===== src/rtl/aux_tbl_pkg.sv =====
package aux_tbl_pkg;
    localparam int AW          = 48;
    localparam int EW          = 64;
    localparam int CHUNK_LG    = 16;
    localparam int AUX_STEP_LG = 8;
    localparam int MID_TBL_LG  = 15;
    localparam int LEAF_TBL_LG = 13;
    localparam int ROOT_IDX_LSB = 36;
    localparam int MID_IDX_LSB  = 24;
    localparam int LEAF_IDX_LSB = 16;
    localparam int ROOT_IDX_W   = 12;
    localparam int MID_IDX_W    = 12;
    localparam int LEAF_IDX_W   = 8;
    localparam int FMT_LSB   = 58;
    localparam int DEPTH_LSB = 54;
    localparam int TILE_LSB  = 52;
    localparam int ZCNT_W    = MID_TBL_LG - 3;

    typedef enum logic [3:0] {
        S_IDLE, S_RD3, S_CK3, S_RD2, S_CK2, S_RD1, S_CK1,
        S_ZERO, S_LINK, S_WLEAF, S_STEP, S_FIN
    } state_e;

    typedef struct packed {
        state_e            st;
        logic [AW-1:0]     main_a;
        logic [AW-1:0]     aux_a;
        logic [AW-1:0]     off;
        logic [AW-1:0]     size;
        logic [AW-1:0]     tbl;
        logic [AW-1:0]     ent;
        logic [AW-1:0]     ptr;
        logic              unmap;
        logic [5:0]        fmt;
        logic [2:0]        dcode;
        logic [ZCNT_W-1:0] zcnt;
        logic [ZCNT_W-1:0] zlast;
        logic              link_root;
        logic [EW-1:0]     wleaf;
        logic              flush;
        logic              err;
    } ctl_s;
endpackage


===== src/rtl/aux_depth_code.sv =====
module aux_depth_code (
    input  logic [7:0] bpp,
    output logic [2:0] code,
    output logic       ok
);
    always_comb begin
        ok   = 1'b1;
        code = 3'd0;
        case (bpp)
            8'd16:  code = 3'd0;
            8'd10:  code = 3'd1;
            8'd12:  code = 3'd2;
            8'd8:   code = 3'd4;
            8'd32:  code = 3'd5;
            8'd64:  code = 3'd6;
            8'd128: code = 3'd7;
            default: ok = 1'b0;
        endcase
    end
endmodule


===== src/rtl/aux_bump_fit.sv =====
module aux_bump_fit #(
    parameter int AW     = 48,
    parameter int BIG_LG = 15,
    parameter int SML_LG = 13
) (
    input  logic [AW-1:0] ptr,
    input  logic [AW-1:0] limit,
    input  logic          big,
    output logic [AW-1:0] base,
    output logic [AW-1:0] next,
    output logic          ok
);
    localparam logic [AW:0] BIG_MASK = (AW+1)'((64'd1 << BIG_LG) - 64'd1);
    localparam logic [AW:0] SML_MASK = (AW+1)'((64'd1 << SML_LG) - 64'd1);

    logic [AW:0] mask, b, n;

    always_comb begin
        mask = big ? BIG_MASK : SML_MASK;
        b    = ({1'b0, ptr} + mask) & ~mask;
        n    = b + mask + (AW+1)'(1);
        ok   = (n <= {1'b0, limit});
        base = b[AW-1:0];
        next = n[AW-1:0];
    end
endmodule


===== src/rtl/aux_range_prog.sv =====
module aux_range_prog
    import aux_tbl_pkg::*;
(
    input  logic          clk,
    input  logic          rst_n,
    input  logic [47:0]   root_base,
    input  logic [47:0]   alloc_base,
    input  logic [47:0]   alloc_limit,
    input  logic          cmd_valid,
    output logic          cmd_ready,
    input  logic          cmd_unmap,
    input  logic [47:0]   cmd_main_addr,
    input  logic [47:0]   cmd_size,
    input  logic [47:0]   cmd_aux_addr,
    input  logic [5:0]    cmd_format,
    input  logic [7:0]    cmd_bpp,
    output logic          done,
    output logic          cmd_err,
    output logic          flush_needed,
    output logic          mem_req,
    output logic          mem_we,
    output logic [47:0]   mem_addr,
    output logic [63:0]   mem_wdata,
    input  logic [63:0]   mem_rdata
);
    localparam logic [AW:0]       CHUNK     = (AW+1)'(64'd1 << CHUNK_LG);
    localparam logic [ZCNT_W-1:0] MID_LAST  = ZCNT_W'((64'd1 << (MID_TBL_LG - 3)) - 64'd1);
    localparam logic [ZCNT_W-1:0] LEAF_LAST = ZCNT_W'((64'd1 << (LEAF_TBL_LG - 3)) - 64'd1);
    localparam logic [EW-1:0]     AUX_MASK  = EW'(((64'd1 << AW) - 64'd1) & ~((64'd1 << AUX_STEP_LG) - 64'd1));

    ctl_s q, d;

    logic [2:0]    cmd_dcode;
    logic          cmd_dok;
    logic          fit_big, fit_ok;
    logic [AW-1:0] fit_base, fit_next;
    logic [EW-1:0] leaf_v;
    logic [AW-1:0] acc_a;

    aux_depth_code u_depth (
        .bpp  (cmd_bpp),
        .code (cmd_dcode),
        .ok   (cmd_dok)
    );

    aux_bump_fit #(.AW(AW), .BIG_LG(MID_TBL_LG), .SML_LG(LEAF_TBL_LG)) u_fit (
        .ptr   (q.ptr),
        .limit (alloc_limit),
        .big   (fit_big),
        .base  (fit_base),
        .next  (fit_next),
        .ok    (fit_ok)
    );

    always_comb begin
        leaf_v = (EW'(q.fmt) << FMT_LSB) | (EW'(q.dcode) << DEPTH_LSB)
               | (EW'(2'b01) << TILE_LSB) | (EW'(q.aux_a) & AUX_MASK) | EW'(1);
    end

    always_comb begin
        d         = q;
        mem_req   = 1'b0;
        mem_we    = 1'b0;
        mem_addr  = '0;
        mem_wdata = '0;
        fit_big   = 1'b0;
        acc_a     = '0;
        case (q.st)
            S_IDLE: if (cmd_valid) begin
                d.flush  = 1'b0;
                d.err    = 1'b0;
                d.main_a = cmd_main_addr;
                d.aux_a  = cmd_aux_addr;
                d.size   = cmd_size;
                d.off    = '0;
                d.unmap  = cmd_unmap;
                d.fmt    = cmd_format;
                d.dcode  = cmd_dcode;
                if (cmd_main_addr[CHUNK_LG-1:0] != '0 ||
                    (!cmd_unmap && (cmd_aux_addr[AUX_STEP_LG-1:0] != '0 || !cmd_dok))) begin
                    d.err = 1'b1;
                    d.st  = S_FIN;
                end else if (cmd_size == '0) begin
                    d.st = S_FIN;
                end else begin
                    d.st = S_RD3;
                end
            end
            S_RD3: begin
                acc_a   = root_base + AW'({q.main_a[ROOT_IDX_LSB +: ROOT_IDX_W], 3'b000});
                mem_req = 1'b1;
                mem_addr = acc_a;
                d.ent   = acc_a;
                d.st    = S_CK3;
            end
            S_CK3: begin
                if (mem_rdata[0]) begin
                    d.tbl = {mem_rdata[AW-1:MID_TBL_LG], {MID_TBL_LG{1'b0}}};
                    d.st  = S_RD2;
                end else if (q.unmap) begin
                    d.st = S_STEP;
                end else begin
                    fit_big = 1'b1;
                    if (!fit_ok) begin
                        d.err = 1'b1;
                        d.st  = S_FIN;
                    end else begin
                        d.tbl       = fit_base;
                        d.ptr       = fit_next;
                        d.zcnt      = '0;
                        d.zlast     = MID_LAST;
                        d.link_root = 1'b1;
                        d.st        = S_ZERO;
                    end
                end
            end
            S_RD2: begin
                acc_a    = q.tbl + AW'({q.main_a[MID_IDX_LSB +: MID_IDX_W], 3'b000});
                mem_req  = 1'b1;
                mem_addr = acc_a;
                d.ent    = acc_a;
                d.st     = S_CK2;
            end
            S_CK2: begin
                if (mem_rdata[0]) begin
                    d.tbl = {mem_rdata[AW-1:LEAF_TBL_LG], {LEAF_TBL_LG{1'b0}}};
                    d.st  = S_RD1;
                end else if (q.unmap) begin
                    d.st = S_STEP;
                end else begin
                    fit_big = 1'b0;
                    if (!fit_ok) begin
                        d.err = 1'b1;
                        d.st  = S_FIN;
                    end else begin
                        d.tbl       = fit_base;
                        d.ptr       = fit_next;
                        d.zcnt      = '0;
                        d.zlast     = LEAF_LAST;
                        d.link_root = 1'b0;
                        d.st        = S_ZERO;
                    end
                end
            end
            S_ZERO: begin
                mem_req  = 1'b1;
                mem_we   = 1'b1;
                mem_addr = q.tbl + AW'({q.zcnt, 3'b000});
                d.zcnt   = q.zcnt + ZCNT_W'(1);
                if (q.zcnt == q.zlast) d.st = S_LINK;
            end
            S_LINK: begin
                mem_req   = 1'b1;
                mem_we    = 1'b1;
                mem_addr  = q.ent;
                mem_wdata = EW'(q.tbl) | EW'(1);
                d.st      = q.link_root ? S_RD2 : S_RD1;
            end
            S_RD1: begin
                acc_a    = q.tbl + AW'({q.main_a[LEAF_IDX_LSB +: LEAF_IDX_W], 3'b000});
                mem_req  = 1'b1;
                mem_addr = acc_a;
                d.ent    = acc_a;
                d.st     = S_CK1;
            end
            S_CK1: begin
                if (!mem_rdata[0] && q.unmap) begin
                    d.st = S_STEP;
                end else if (q.unmap) begin
                    d.wleaf = mem_rdata & ~EW'(1);
                    if ((mem_rdata & ~EW'(1)) == '0) d.flush = 1'b1;
                    d.st = S_WLEAF;
                end else if (mem_rdata[0]) begin
                    d.st = S_STEP;
                end else begin
                    d.wleaf = leaf_v;
                    if (mem_rdata != '0 && (mem_rdata | EW'(1)) != leaf_v) d.flush = 1'b1;
                    d.st = S_WLEAF;
                end
            end
            S_WLEAF: begin
                mem_req   = 1'b1;
                mem_we    = 1'b1;
                mem_addr  = q.ent;
                mem_wdata = q.wleaf;
                d.st      = S_STEP;
            end
            S_STEP: begin
                d.main_a = q.main_a + AW'(CHUNK);
                d.aux_a  = q.aux_a + AW'(64'd1 << AUX_STEP_LG);
                d.off    = q.off + AW'(CHUNK);
                d.st     = (({1'b0, q.off} + CHUNK) < {1'b0, q.size}) ? S_RD3 : S_FIN;
            end
            S_FIN:   d.st = S_IDLE;
            default: d.st = S_IDLE;
        endcase
    end

    always_ff @(posedge clk) begin
        if (!rst_n) begin
            q     <= '0;
            q.ptr <= alloc_base;
        end else begin
            q <= d;
        end
    end

    assign cmd_ready    = (q.st == S_IDLE);
    assign done         = (q.st == S_FIN);
    assign cmd_err      = q.err;
    assign flush_needed = q.flush;
endmodule


===== config.mk =====
export PLATFORM = sky130hd
export DESIGN_NAME = aux_range_prog
export DESIGN_NICKNAME = d
export VERILOG_FILES = /design/src/rtl/aux_tbl_pkg.sv /design/src/rtl/aux_depth_code.sv /design/src/rtl/aux_bump_fit.sv /design/src/rtl/aux_range_prog.sv
export SDC_FILE = /design/constraint.sdc
export NUM_CORES = 2
export LEC_CHECK = 0
export BUFFER_PORTS_ARGS = -buffer_cell sky130_fd_sc_hd__buf_4
export CORE_MARGIN = 3
export CORE_UTILIZATION = 55
export CTS_BUF_LIST = sky130_fd_sc_hd__clkbuf_4 sky130_fd_sc_hd__clkbuf_8
export DETAILED_ROUTE_END_ITERATION = 16
export PLACE_DENSITY = 0.79
export REMOVE_ABC_BUFFERS = 1
export SYNTH_ARGS = -nofsm -noshare
export SYNTH_HDL_FRONTEND = slang
export SYNTH_HIERARCHICAL = 1
export SYNTH_SLANG_ARGS = --single-unit
export TNS_END_PERCENT = 100

===== constraint.sdc =====
create_clock -name clk -period 10.53 [get_ports clk]
set_input_delay 2.6325 -clock clk [delete_from_list [all_inputs] [get_ports clk]]
set_output_delay 2.6325 -clock clk [all_outputs]
set_load 0.01 [all_outputs]

### After elaboration in Yosys (flattened, before gate mapping)

Index checks and enable logic that the tools add are counted.

| word-level totals | value |
|---|---|
| register bits | 441 |
| input port bits | 370 |
| output and inout port bits | 118 |
| logic and storage cells | 169 |

| operators by class | value |
|---|---|
| $add $sub $neg | 12 |
| magnitude comparators | 2 |
| equal/unequal tests | 40 |
| muxes and demuxes | 59 |
| bitwise operators | 5 |
| reductions and logical operators | 34 |

Operators with widths:

| kind | count |
|---|---|
| 48-bit two-way mux | 8 |
| 144-bit one-hot mux with 2 select lines | 1 |
| 48-bit one-hot mux with 5 select lines | 1 |
| 196-bit two-way mux | 1 |
| 65-bit two-way mux | 3 |
| 25-bit two-way mux | 6 |
| 149-bit two-way mux | 1 |
| 48-bit by 15-bit adder with 48-bit output | 3 |
| 48-bit one-hot mux with 3 select lines | 1 |
| 64-bit one-hot mux with 2 select lines | 1 |
| 48-bit by 17-bit adder with 48-bit output (second input constant) | 2 |
| 48-bit one-hot mux with 2 select lines | 1 |
| 64-bit logical NOT | 1 |
| 64-bit two-way mux | 1 |
| 64-bit by 48-bit bitwise OR with 64-bit output | 1 |
| 64-bit by 57-bit bitwise OR with 64-bit output | 1 |
| 64-bit nonzero test | 1 |
| 63-bit != test | 1 |
| 48-bit by 17-bit adder with 49-bit output (second input constant) | 1 |
| 48-bit by 49-bit adder with 49-bit output | 1 |
| 49-bit by 1-bit adder with 49-bit output (second input constant) | 1 |
| 49-bit adder | 1 |
| 49-bit AND | 1 |
| 49-bit by 48-bit less-or-equal comparator with 1-bit output | 1 |
| 49 further kinds | 111 |

### Longest topological paths before layout

| logic depth | value |
|---|---|
| depth after elaboration | 14 |
| mapped depth | 33 |
| depth with buffers taken out | 31 |

### Modules after synthesis

Netlist, hierarchy kept.

By module, submodules not included:

| module | instances | cells each | area each (µm²) | seq. area each (µm²) |
|---|---|---|---|---|
| aux_range_prog | 1 | 3160 | 24763.8 | 8287.9 |
| aux_bump_fit | 1 | 440 | 3129.3 | 0.0 |
| aux_depth_code | 1 | 23 | 151.4 | 0.0 |

### Worst setup path after synthesis

Ideal clock, no wire load.

| path | value |
|---|---|
| path type | input to register |
| start | input port mem_rdata[0] |
| end | register, netlist name q[101] |
| library setup time | 0.432 ns |
| data arrival time | 9.195 ns |
| required time | 10.098 ns |
| slack | 0.903 ns |
| cell stages on the path | 27 |
| path buffers | 4 |
| path through | clkbuf_1 > clkinv_1 > clkbuf_1 > ha_1 > and3_1 > ha_1 > buf_2 > a21oi_1 > o21ai_2 > a22oi_1 > xnor2_2 > nand3_1 > nor4_4 > nand4_1 > xnor2_1 > ha_1 > a21o_1 > a21o_1 > a21oi_1 > nor2b_1 > o21ai_0 > nand3_1 > o221ai_1 > o211a_1 > nand3_1 > nand2_1 > clkbuf_1 |

| on the way | value |
|---|---|
| cells in the longest elaborated chain, start to end | 10 |

RTL lines:

| item | line | source |
|---|---|---|
| start: declaration | aux_range_prog.sv:24 | `input logic [63:0] mem_rdata` |
| 1-bit two-way mux | aux_range_prog.sv:97 | `if (mem_rdata[0]) begin` |
| 1-bit two-way mux | - |  |
| via fit_big | aux_range_prog.sv:35 | `logic fit_big, fit_ok;` |
| 15-bit two-way mux | aux_bump_fit.sv:19 | `mask = big ? BIG_MASK : SML_MASK;` |
| 48-bit by 49-bit adder with 49-bit output | aux_bump_fit.sv:20 | `b = ({1'b0, ptr} + mask) & ~mask;` |
| 49-bit AND | aux_bump_fit.sv:20 |  |
| via fit_base[22] | aux_range_prog.sv:36 | `logic [AW-1:0] fit_base, fit_next;` |
| 49-bit adder | aux_bump_fit.sv:21 | `n = b + mask + (AW+1)'(1);` |
| 49-bit by 1-bit adder with 49-bit output | aux_bump_fit.sv:21 |  |
| 49-bit by 48-bit less-or-equal comparator with 1-bit output | aux_bump_fit.sv:22 | `ok = (n <= {1'b0, limit});` |
| via fit_ok | aux_range_prog.sv:35 |  |
| 2-bit by 1-bit != test with 1-bit output (no source line) | - |  |
| 4-bit AND reduction (no source line) | - |  |

The timed path passes the listed nets, and every way through them passes these cells.
A chain may end at the register's enable or synchronous reset.

### Final worst setup path

| path | value |
|---|---|
| start | input port mem_rdata[0] |
| end | register q[211] (netlist bit) |

| on the way | value |
|---|---|
| cells in the longest elaborated chain, start to end | 12 |

RTL lines:

| item | line | source |
|---|---|---|
| 1-bit two-way mux * | aux_range_prog.sv:97 |  |
| 1-bit two-way mux * | - |  |
| via fit_big | aux_range_prog.sv:35 |  |
| 15-bit two-way mux * | aux_bump_fit.sv:19 |  |
| 48-bit by 49-bit adder with 49-bit output * | aux_bump_fit.sv:20 |  |
| 49-bit AND * | aux_bump_fit.sv:20 |  |
| via fit_base[22] | aux_range_prog.sv:36 |  |
| 49-bit adder * | aux_bump_fit.sv:21 |  |
| 49-bit by 1-bit adder with 49-bit output * | aux_bump_fit.sv:21 |  |
| 49-bit by 48-bit less-or-equal comparator with 1-bit output * | aux_bump_fit.sv:22 |  |
| via fit_ok | aux_range_prog.sv:35 |  |
| 48-bit two-way mux * | aux_range_prog.sv:104, aux_range_prog.sv:132 |  |
| 48-bit two-way mux * | aux_range_prog.sv:100 | `end else if (q.unmap) begin` |
| 48-bit two-way mux, on equally long branches | aux_range_prog.sv:125, aux_range_prog.sv:97 |  |
| 48-bit one-hot mux with 2 select lines * | aux_range_prog.sv:68 | `case (q.st)` |
| end: declaration | aux_range_prog.sv:31 | `ctl_s q, d;` |

The timed path passes the listed nets; every way through them passes the cells marked *.

==> results.toml <==
[power]
switchingPower_w = 0.002900
internal_power_w = 0.003689
sequentialPowerShare_pct = 35.4
power.share.clock_pct = 23.4
p_comb_share_pct = 41.2
powerDensity_nw_per_um2 = 197.5
p_leak_nw = 13.20
ir_drop_v = 0.0002102
p_sw_share_pct = 44.01

[finish]
syn_to_final_growth_pct = 18.98
layout_commonest_cell = "buf_4"
postLayoutCoreUtil_pct = 66.37
nNetsFinal = 4478
layout_common_cells = "523 x buf_4, 395 x nand2_1, 359 x a21oi_1"
fill_cells = 4507
drive_above_1_share_pct = 18.77

[worst_hold_path]
hold_class = "flip-flop to flip-flop"

[sta]
holdWs_ns = 0.4503
hold_viol = 0
maxSlewHeadroom_pct = 11.88
fin_crit_sh_pct = 86.30
setup_viol_count_final = 0
fin_ws_ns = 1.443
min_period_ns = 9.087
fmax_mhz = 110.0
slew_viol_final = 0
rsz0062_at_grt = "false"
tns_ns = 0
tightest_slew_ns = 1.313
skew_ns = 0.03140

[worst_setup_path]
r2r_cells = 23
cp_max_fo = 17
cp_data_arrival_time_ns = 9.68
required_ns = 11.12
r2r-start = "q[438]$_SDFFE_PN0P_"
crit_path_start = "mem_rdata[0]"
worstSetupEndpoint = "q[211]$_SDFFE_PN0N_"
r2r_end = "q[211]$_SDFFE_PN0N_"
rrSetupSlack_ns = 2.52
path_class = "primary input to flip-flop"
cp-start-kind = "primary input"
endpoint_kind = "flip-flop"

[synthesis]
synth-edff-count = 48
ys.flop_type = "dfxtp_1"
netlist_top_cells_area = "dfxtp_1 24%, a21oi_1 6.4%, ha_1 5.4%, nand2_1 5.3%, edfxtp_1 5.1%"
synth-async-reset-ratio_pct = 0
syn_inst = 3623
ys_ff_latch = 390
yosysTopAreaCell = "dfxtp_1"
synth_seq_area_share_pct = 29.55
avgSynthCellArea_um2 = 7.741
ys_types = 104
ys.warnings.count = 6
synth_top_area_share_pct = 24.41
syn-cell-area_um2 = 28040

[cts]
ctsResizeCount = 0
worstSkewPairLatency_ns = 0.67
post_cts_buffers = 0
clock_path_buffers = 3
cts_buffers = 70
htree_levels = 3
clock-sinks = 390
cts_tree = "done"
clk_pin_slew_ns = 0.06
root_buffer = "clkbuf_8"
hold_buffers = 0

[global_route]
antenna_found_initial = 9
grt-ovfl-total = 0
grt_pass1_vias = 28010
grt_pass1_wl_um = 164800
grt_max_degree = 182
grt.total_usage_pct = 39.06

[route]
viasPerCell = 6.478
drc = 0
dr_total_vias = 30530
totalWireLength_um = 110200
wl_per_cell_um = 23.38
first_pass_iters = 6
drtIter0Drc = 4243
drtAntennaViolNets = 0

[placement]
dp_hpwl_um = 81910
port_buffers = 487
place_congestion = 0.9929
dp_slack_ns = 0.9815

[status]
status = "finished, final reports clean"

[floorplanning]
ios = 488
coreArea_um2 = 50270
die_area_um2 = 53740
die_y_um = 231.8
dieWidth_um = 231.8
initial_core_util_pct = 55.78
placementRows = 82

[job]
max-cap-violations = 0
[cell usage after synthesis (92+ instances only)]
master	n
a21oi_1	360
clkbuf_1	197
dfxtp_1	342
ha_1	121
inv_1	127
nand2_1	398
nand3_1	138
nor2_1	325
nor3_1	92
o21ai_0	151
xnor2_1	139
xor2_1	100
[routing by layer]
layer | up-vias | global-route usage (%) | wire length, um
met4 | 0 | 19.00 | 5834
li1 | 13980 | - | -
met5 | - | 0 | 0
met2 | 1913 | 60.17 | 48820
met3 | 347 | 10.06 | 12630
met1 | 14300 | 50.93 | 42930
[worst max-delay path, stage by stage]
cell	delay, ns
buf_4	0.15
clkinv_1	0.09
ha_1	0.19
and3_1	0.26
ha_1	0.43
a21oi_1	0.40
o21ai_2	0.22
a22oi_1	0.44
xnor2_2	0.25
nand3_1	0.20
nor4_4	0.67
nand3_1	0.19
xnor2_1	0.20
ha_1	0.32
nand4_1	0.14
nor4_1	0.50
o21ai_0	0.17
a21oi_1	0.19
o221ai_1	0.17
o211a_1	0.23
nor2b_1	0.19
o21ai_1	1.03
a22oi_1	0.15
a21oi_1	0.23
[logic make-up after synthesis]
kind of cell             synth area share [%]
XOR/XNOR                                7.812
AND/OR/NAND/NOR                         23.24
buffers and inverters                   5.666
other                                 0.01337
flip-flops                              29.55
adder cells (fa/ha/maj)                 5.720
AO/OA/AOI/OAI                           24.31
multiplexers                            3.681
[area by class of cell]
cell class | instances | area [um^2] | area share (%)
multi-input combinational | 2869 | 18330 | 54.94
antenna | 7 | 17.52 | 0.05250
sequential | 390 | 8292 | 24.85
inverter | 129 | 491.7 | 1.474
clock buffer | 105 | 1301 | 3.900
tap | 672 | 840.8 | 2.520
clock inverter | 18 | 165.2 | 0.4950
timing repair buffer | 523 | 3926 | 11.77
[power groups by stage]
stage | sequential (W) | combinational (W) | clock, W
3_5_place_dp | 0.00232 | 0.00263 | 0
2_1_floorplan | 0.00215 | 0.00167 | 0
3_3_place_gp | 0.00232 | 0.00261 | 0
6_report | 0.00233 | 0.00271 | 0.00154
4_1_cts | 0.00229 | 0.00265 | 0.00155
5_1_grt | 0.00235 | 0.00292 | 0.00162
[metrics by stage]
stage          instances  area (um^2)  power (W)
2_1_floorplan       3388        27030   0.003826
3_3_place_gp        4583        31880   0.004924
3_5_place_dp        4583        31880   0.004954
4_1_cts             4706        33350   0.006490
5_1_grt             4713        33370   0.006894
6_report            4713        33370   0.006589
[how the worst min path moves through the flow]
| stage | to | slack, ns | from | cells past startpoint |
|---|---|---|---|---|
| final | q[51]$_SDFFE_PN0P_ | 0.45 | q[51]$_SDFFE_PN0P_ | 2 |
| after floorplan | q[50]$_SDFFE_PN0P_ | 0.43 | q[50]$_SDFFE_PN0P_ | 2 |
| after detailed placement | q[51]$_SDFFE_PN0P_ | 0.44 | q[51]$_SDFFE_PN0P_ | 2 |
| after global placement | q[51]$_SDFFE_PN0P_ | 0.43 | q[51]$_SDFFE_PN0P_ | 2 |
| after global routing | q[282]$_SDFFE_PN0P_ | 0.47 | q[282]$_SDFFE_PN0P_ | 2 |
| after CTS | q[51]$_SDFFE_PN0P_ | 0.45 | q[51]$_SDFFE_PN0P_ | 2 |
[state kept, by name (all words and copies together) (netlist names)]
name and flops:
q 388, cmd_err 1, flush_needed 1
Note: power is estimated with default switching activity, not from simulation.
